<file path="config.mk">
export PLATFORM = sky130hd
export DESIGN_NAME = chx_engine
export DESIGN_NICKNAME = d
export VERILOG_FILES = /design/src/rtl/chx_pkg.sv /design/src/rtl/chx_prio.sv /design/src/rtl/chx_desc_store.sv /design/src/rtl/chx_desc_next.sv /design/src/rtl/chx_engine.sv
export SDC_FILE = /design/constraint.sdc
export NUM_CORES = 2
export LEC_CHECK = 0
export ABC_AREA = 0
export BUFFER_PORTS_ARGS = -buffer_cell sky130_fd_sc_hd__buf_4
export CAP_MARGIN = 20
export CORE_MARGIN = 2
export CORE_UTILIZATION = 40
export DETAILED_ROUTE_END_ITERATION = 10
export MAX_ROUTING_LAYER = met4
export PLACE_DENSITY = 0.54
export SLEW_MARGIN = 20
export SYNTH_ARGS = -nofsm -noshare
export SYNTH_HDL_FRONTEND = slang
export SYNTH_SLANG_ARGS = --single-unit
</file>
<file path="constraint.sdc">
create_clock -name clk -period 5.8 [get_ports clk]
set_clock_uncertainty 0.1 [all_clocks]
set_input_delay 0.87 -clock clk [delete_from_list [all_inputs] [get_ports clk]]
set_output_delay 0.87 -clock clk [all_outputs]
set_load 0.05 [all_outputs]
</file>
<file path="src/rtl/chx_pkg.sv">
package chx_pkg;
   typedef enum logic [2:0] {
      ST_IDLE,
      ST_FETCH,
      ST_READ,
      ST_WRITE,
      ST_BACK
   } chx_state_e;

   typedef struct packed {
      logic chain;
      logic src_inc;
      logic dst_inc;
      logic rpt;
      logic word;
      logic rep_src;
   } chx_mode_t;

   localparam int MODE_W = 6;
endpackage

</file>
<file path="src/rtl/chx_prio.sv">
module chx_prio #(
   parameter int N  = 4,
   parameter int IW = 2
) (
   input  logic [N-1:0]  req,
   output logic [IW-1:0] idx,
   output logic          any
);
   always_comb begin
      idx = '0;
      for (int i = N - 1; i >= 0; i--) begin
         if (req[i]) idx = IW'(i);
      end
      any = |req;
   end
endmodule

</file>
<file path="src/rtl/chx_desc_store.sv">
module chx_desc_store #(
   parameter int DEPTH = 16,
   parameter int DW    = 54,
   parameter int IW    = 4
) (
   input  logic          clk,
   input  logic          rst_n,
   input  logic          a_we,
   input  logic [IW-1:0] a_idx,
   input  logic [DW-1:0] a_wdata,
   input  logic          b_we,
   input  logic [IW-1:0] b_idx,
   input  logic [DW-1:0] b_wdata,
   input  logic [IW-1:0] r0_idx,
   output logic [DW-1:0] r0_data,
   input  logic [IW-1:0] r1_idx,
   output logic [DW-1:0] r1_data
);
   logic [DW-1:0] ent [DEPTH];

   for (genvar g = 0; g < DEPTH; g++) begin : g_ent
      always_ff @(posedge clk or negedge rst_n) begin
         if (!rst_n)                                   ent[g] <= '0;
         else if (a_we && a_idx == IW'(g))             ent[g] <= a_wdata;
         else if (b_we && b_idx == IW'(g))             ent[g] <= b_wdata;
      end
   end

   assign r0_data = ent[r0_idx];
   assign r1_data = ent[r1_idx];
endmodule

</file>
<file path="src/rtl/chx_desc_next.sv">
module chx_desc_next
   import chx_pkg::*;
#(
   parameter int AW    = 16,
   parameter int CNT_W = 16,
   parameter int DW    = MODE_W + 2 * AW + CNT_W
) (
   input  logic [DW-1:0] cur,
   output logic [DW-1:0] nxt,
   output logic          cnt_end
);
   localparam int HALF = CNT_W / 2;

   chx_mode_t        md;
   logic [AW-1:0]    sar, dar, sar_n, dar_n, step, rewind;
   logic [CNT_W-1:0] cnt, cnt_n;
   logic [HALF-1:0]  hi, run;

   always_comb begin
      md   = chx_mode_t'(cur[DW-1 -: MODE_W]);
      sar  = cur[CNT_W + AW +: AW];
      dar  = cur[CNT_W +: AW];
      cnt  = cur[CNT_W-1:0];
      hi   = cnt[CNT_W-1 -: HALF];
      run  = cnt[HALF-1:0] - 1'b1;
      step = md.word ? AW'(2) : AW'(1);
      rewind = md.word ? (AW'(hi) << 1) : AW'(hi);
      sar_n = md.src_inc ? sar + step : sar;
      dar_n = md.dst_inc ? dar + step : dar;
      cnt_end = 1'b0;
      if (md.rpt) begin
         if (run == '0) begin
            cnt_n = {hi, hi};
            if (md.rep_src && md.src_inc)   sar_n = sar_n - rewind;
            if (!md.rep_src && md.dst_inc)  dar_n = dar_n - rewind;
         end else begin
            cnt_n = {hi, run};
         end
      end else begin
         cnt_n   = cnt - 1'b1;
         cnt_end = (cnt_n == '0);
      end
      nxt = {cur[DW-1 -: MODE_W], sar_n, dar_n, cnt_n};
   end
endmodule

</file>
<file path="src/rtl/chx_engine.sv">
module chx_engine
   import chx_pkg::*;
#(
   parameter int NSRC  = 4,
   parameter int NDESC = 16,
   parameter int AW    = 16,
   parameter int CNT_W = 16,
   localparam int SI_W = (NSRC > 1) ? $clog2(NSRC) : 1,
   localparam int DI_W = (NDESC > 1) ? $clog2(NDESC) : 1,
   localparam int DW   = MODE_W + 2 * AW + CNT_W
) (
   input  logic            clk,
   input  logic            rst_n,
   input  logic [NSRC-1:0] req_i,
   input  logic [NSRC-1:0] en_set_i,
   output logic [NSRC-1:0] en_o,
   output logic [NSRC-1:0] clr_o,
   output logic [NSRC-1:0] irq_o,
   input  logic            vec_we_i,
   input  logic [SI_W-1:0] vec_src_i,
   input  logic [DI_W-1:0] vec_idx_i,
   input  logic            cfg_we_i,
   input  logic [DI_W-1:0] cfg_idx_i,
   input  logic [DW-1:0]   cfg_wdata_i,
   input  logic [DI_W-1:0] rd_idx_i,
   output logic [DW-1:0]   rd_desc_o,
   output logic            mem_req_o,
   output logic            mem_we_o,
   output logic            mem_word_o,
   output logic [AW-1:0]   mem_addr_o,
   output logic [15:0]     mem_wdata_o,
   input  logic [15:0]     mem_rdata_i
);
   if (NSRC < 1 || NSRC > 32) begin : g_bad_nsrc
      $error("chx_engine: NSRC out of range");
   end
   if (NDESC < 2) begin : g_bad_ndesc
      $error("chx_engine: NDESC must be at least 2");
   end
   if (CNT_W != 16) begin : g_bad_cnt
      $error("chx_engine: count must be two 8-bit halves");
   end

   chx_state_e      st_q;
   logic [SI_W-1:0] src_q, gnt_idx;
   logic            gnt_any;
   logic [DI_W-1:0] idx_q;
   logic [DW-1:0]   d_q, d_nxt, fetch_data;
   logic            cnt_end;
   logic [15:0]     data_q;
   logic [NSRC-1:0] en_q, src_hot, en_clr;
   logic [DI_W-1:0] vec_q [NSRC];
   chx_mode_t       md;
   logic            last_back;

   assign md        = chx_mode_t'(d_q[DW-1 -: MODE_W]);
   assign src_hot   = NSRC'(1) << src_q;
   assign last_back = (st_q == ST_BACK) && !md.chain;

   chx_prio #(.N(NSRC), .IW(SI_W)) u_prio (
      .req (req_i & en_q),
      .idx (gnt_idx),
      .any (gnt_any)
   );

   chx_desc_store #(.DEPTH(NDESC), .DW(DW), .IW(DI_W)) u_store (
      .clk     (clk),
      .rst_n   (rst_n),
      .a_we    (st_q == ST_BACK),
      .a_idx   (idx_q),
      .a_wdata (d_nxt),
      .b_we    (cfg_we_i),
      .b_idx   (cfg_idx_i),
      .b_wdata (cfg_wdata_i),
      .r0_idx  (idx_q),
      .r0_data (fetch_data),
      .r1_idx  (rd_idx_i),
      .r1_data (rd_desc_o)
   );

   chx_desc_next #(.AW(AW), .CNT_W(CNT_W), .DW(DW)) u_next (
      .cur     (d_q),
      .nxt     (d_nxt),
      .cnt_end (cnt_end)
   );

   always_ff @(posedge clk or negedge rst_n) begin
      if (!rst_n) begin
         for (int i = 0; i < NSRC; i++) vec_q[i] <= '0;
      end else if (vec_we_i) begin
         vec_q[vec_src_i] <= vec_idx_i;
      end
   end

   always_ff @(posedge clk or negedge rst_n) begin
      if (!rst_n) begin
         st_q   <= ST_IDLE;
         src_q  <= '0;
         idx_q  <= '0;
         d_q    <= '0;
         data_q <= '0;
      end else begin
         unique case (st_q)
            ST_IDLE: if (gnt_any) begin
               src_q <= gnt_idx;
               idx_q <= vec_q[gnt_idx];
               st_q  <= ST_FETCH;
            end
            ST_FETCH: begin
               d_q  <= fetch_data;
               st_q <= ST_READ;
            end
            ST_READ: begin
               data_q <= mem_rdata_i;
               st_q   <= ST_WRITE;
            end
            ST_WRITE: st_q <= ST_BACK;
            ST_BACK: begin
               if (md.chain) begin
                  idx_q <= idx_q + 1'b1;
                  st_q  <= ST_FETCH;
               end else begin
                  st_q  <= ST_IDLE;
               end
            end
            default: st_q <= ST_IDLE;
         endcase
      end
   end

   always_comb begin
      en_clr = '0;
      clr_o  = '0;
      irq_o  = '0;
      if (last_back) begin
         if (!md.rpt && cnt_end) begin
            en_clr = src_hot;
            irq_o  = src_hot;
         end else begin
            clr_o  = src_hot;
         end
      end
   end

   always_ff @(posedge clk or negedge rst_n) begin
      if (!rst_n) en_q <= '0;
      else        en_q <= (en_q & ~en_clr) | en_set_i;
   end
   assign en_o = en_q;

   assign mem_req_o   = (st_q == ST_READ) || (st_q == ST_WRITE);
   assign mem_we_o    = (st_q == ST_WRITE);
   assign mem_word_o  = md.word;
   assign mem_addr_o  = (st_q == ST_WRITE) ? d_q[CNT_W +: AW] : d_q[CNT_W + AW +: AW];
   assign mem_wdata_o = md.word ? data_q : {8'h00, data_q[7:0]};
endmodule

</file>
==> summary.md <==
| Metric | Value |
|---|---|
| Die ar. | `0.152 mm²` |
| First DRT Iteration DRCs | `4,613` |
| Placement Cell Area | `0.0630 mm²` |
| Worst path max stage delay | `0.57 ns` |
| Drt pass-1 iters | `6` |
| Nets@finish | `5,265` |
| R2R Path Start | `d_q[49]` |
| Worst setup SP type | `flip-flop` |
| Core area | `0.148 mm²` |
| Mean cell area of the mapped netlist | `11.4 µm²` |
| Clk buf depth | `3` |
| Reg2reg end | `u_store.ent[193]` |
| Initial antenna violation count | `10` |
| Total gr overflow | `0` |
| Io pins | `197` |
| Routed len/inst | `29.4 µm` |
| Post-Synthesis Cells | `5,254` |
| Area share of the largest cell type after synthesis | `40.3%` |
| Share of layout cells above drive strength 1 | `26.9%` |
| Post-Route WL | `211,000 µm` |
| Adder-cell share of the synthesized area | `0.695%` |
| Compound-Gate Fraction of Synth Area | `8.54%` |
| Worst hold margin | `0.0670 ns` |
| CP cell instances | `inv_1 > ha_1 > or3b_2 > nor4_1 > nand4b_1 > o21ai_0 > and4_1 > nor3b_1 > buf_4` |
| CTS Hold Bufs | `0` |
| Critical path's slowest cell | `and4_1` |
| CP Class | `flip-flop to output pin` |
| DRC | `0` |
| Final setup viols | `0` |
| Top_reg_cell synth | `dfrtp_1` |
| Post-synthesis cell type count | `81` |
| Power Total | `38.9 mW` |
| Leading area contributor after synthesis | `dfrtp_1` |
| Via density | `6.13` |
| Setup bufs post-CTS | `0` |
| Main combinational cell family by area after synthesis | `multiplexers` |
| Multiplexer share of the synthesized area | `37.7%` |
| RePlAce Congestion | `0.867` |
| Vias in the first global route | `42,709` |
| IO Port Bufs | `196` |
| Simple-gate share of the synthesized area | `7.75%` |
| Clk_lat worst skew | `0.76 ns` |
| Critical path arrival | `4.16 ns` |
| Most frequent cells in the layout | `dfrtp_1 (958), mux2i_1 (707), nor2_1 (696)` |
| Synth async-reset ratio | `100%` |
| Die width | `390 µm` |
| First-pass GRT wire length | `309,000 µm` |
| Seq/Total Area, Yosys | `40.3%` |
| Crit Path Max Fanout | `8` |
| Crit path capture type | `output pin` |
| Largest net degree at the start of global routing | `131` |
| Max Cap Viol | `0` |
| Flop2flop setup slack | `1.24 ns` |
| CTS sink cnt | `963` |
| Fill cell count | `13,542` |
| Final-report hold violation count | `0` |
| Slew headroom | `20.3%` |
| Root Driver | `clkbuf_16` |
| Synthesized area | `0.0597 mm²` |
| Post-Synth XOR/XNOR Area | `0.993%` |
| Post-route cell area | `0.0669 mm²` |
| CTS Buf Count | `115` |
| YS warnings | `0` |
| Status | `finished clean` |
| Dpl ws | `1.29 ns` |
| Fmax | `195 MHz` |
| Die height | `390 µm` |
| Htree depth | `3` |
| CTS tree | `done` |
| CTS clk-pin slew, worst paths | `0.06 ns` |
| Min Tclk post-route | `5.13 ns` |
| Syn_nets | `5,380` |
| Cell count of the worst reg-to-reg path | `13` |
| Worst min path class | `input port to async pin` |
| Req. time, crit path | `4.83 ns` |
| Cell Pwr Density | `581 mW/mm²` |
| Gr usage total | `28.3%` |
| CP delay by family, top | `simple AND/OR/NAND/NOR gates` |
| Flops & latches, synth | `963` |
| Dominant cells by area after synthesis | `dfrtp_1 (40%), mux4_2 (20%), mux2i_1 (12%)` |
| Synth-to-Final Area Change | `12.0%` |
| Commonest non-fill, non-tap cell in the layout | `dfrtp_1` |
| Setup_tns | `0 ns` |
| Starting density of the core | `40.4%` |
| Post-CTS Resized | `0` |
| Slew @ Worst Pin | `1.19 ns` |
| CP bufs+invs | `2` |
| Period utilisation layout | `88.4%` |
| Max-slew violations | `0` |
| Detail Route Antenna Nets | `0` |
| Via count | `44,002` |
| Leak Pwr | `27.0 nW` |
| RSZ-0062 raised after global routing | `false` |
| Post-synth EDFFs | `0` |
| Post-detail-place hpwl | `116,000 µm` |
| Final WS setup | `0.670 ns` |
| Largest vdd supply drop | `359 µV` |
| Rows | `141` |
==> state kept, by name, indices dropped and copies added (netlist names) <==
signal,count
st_q,3
d_q,54
src_q,2
data_q,16
vec_q,16
en_o,4
idx_q,4
u_store.ent,864
==> cells in the mapped netlist, drive strengths merged, types with 3 or more instances <==
master and n:
dfrtp 963, mux2i 707, nor2 705, a21oi 678, mux4 540, clkbuf 400, mux2 292, nand2 270
o21ai 228, buf 141, xnor2 40, ha 26, inv 24, xor2 23, and2 16, nor3 15
nor2b 14, and3 12, nand3 11, nand4 10, nor4 9, clkdlybuf4s50 8, nand2b 8, or3 8
a211oi 7, nand3b 7, nor3b 7, o21bai 7, and4 5, o2111ai 5, o31ai 5, a22oi 4
a31oi 4, fa 4, o21a 4, or2 4, or4 4, nor4b 3, o211ai 3, o22ai 3
or3b 3
==> metal layers <==
metal,GRT usage [%],routed length [µm]
met2,43.9,99900
met3,3.68,14000
met1,39.3,91500
met5,-,0
met4,7.95,5410
==> logic make-up (layout without fill, tap and decap cells) <==
| kind of cell | after synthesis | count (layout) |
|---|---|---|
| AND/OR/NAND/NOR | 1117 | 1117 |
| other | 0 | 9 |
| adder cells (fa/ha/maj) | 31 | 31 |
| AO/OA/AOI/OAI | 967 | 967 |
| multiplexers | 1539 | 1539 |
| XOR/XNOR | 64 | 64 |
| flip-flops | 963 | 963 |
| buffers and inverters | 573 | 557 |
==> layout make-up <==
| type | instances | area [µm²] | area share, % |
|---|---|---|---|
| multi-input cells | 3718 | 33600 | 50.2 |
| flip-flops and latches | 963 | 24100 | 36.1 |
| clock buffers | 179 | 3480 | 5.21 |
| repair buffers | 317 | 2800 | 4.19 |
| well taps | 1930 | 2410 | 3.61 |
| clock inverters | 37 | 355 | 0.531 |
| inverters | 24 | 90.1 | 0.135 |
| diodes | 9 | 22.5 | 0.0337 |
==> where the power goes <==
part	switching, mW	internal [mW]	leakage, nW
clock network	3.11	4.33	1.90
registers	3.01	9.95	10.7
logic	9.41	9.06	14.3
==> metrics by stage <==
step | std cells | utilization [%]
after global placement | 6951 | 42.6
after global routing | 7177 | 45.2
after detailed placement | 6952 | 42.6
final | 7177 | 45.2
after CTS | 7168 | 45.2
after floorplan | 5254 | -
==> worst max-delay path by stage <==
stage                  from                to  cells after the start  slack (ns)
CTS                  d_q[0]          irq_o[1]                      9        0.71
global route         d_q[0]          irq_o[1]                      9        0.44
global placement    d_q[49]  u_store.ent[517]                     13        1.33
detailed placement  d_q[49]  u_store.ent[409]                     13        1.29
finish               d_q[1]          irq_o[1]                      9        0.67
floorplan           d_q[49]  u_store.ent[100]                     16        0.91
No activity file was read; power rests on OpenSTA's default activity.
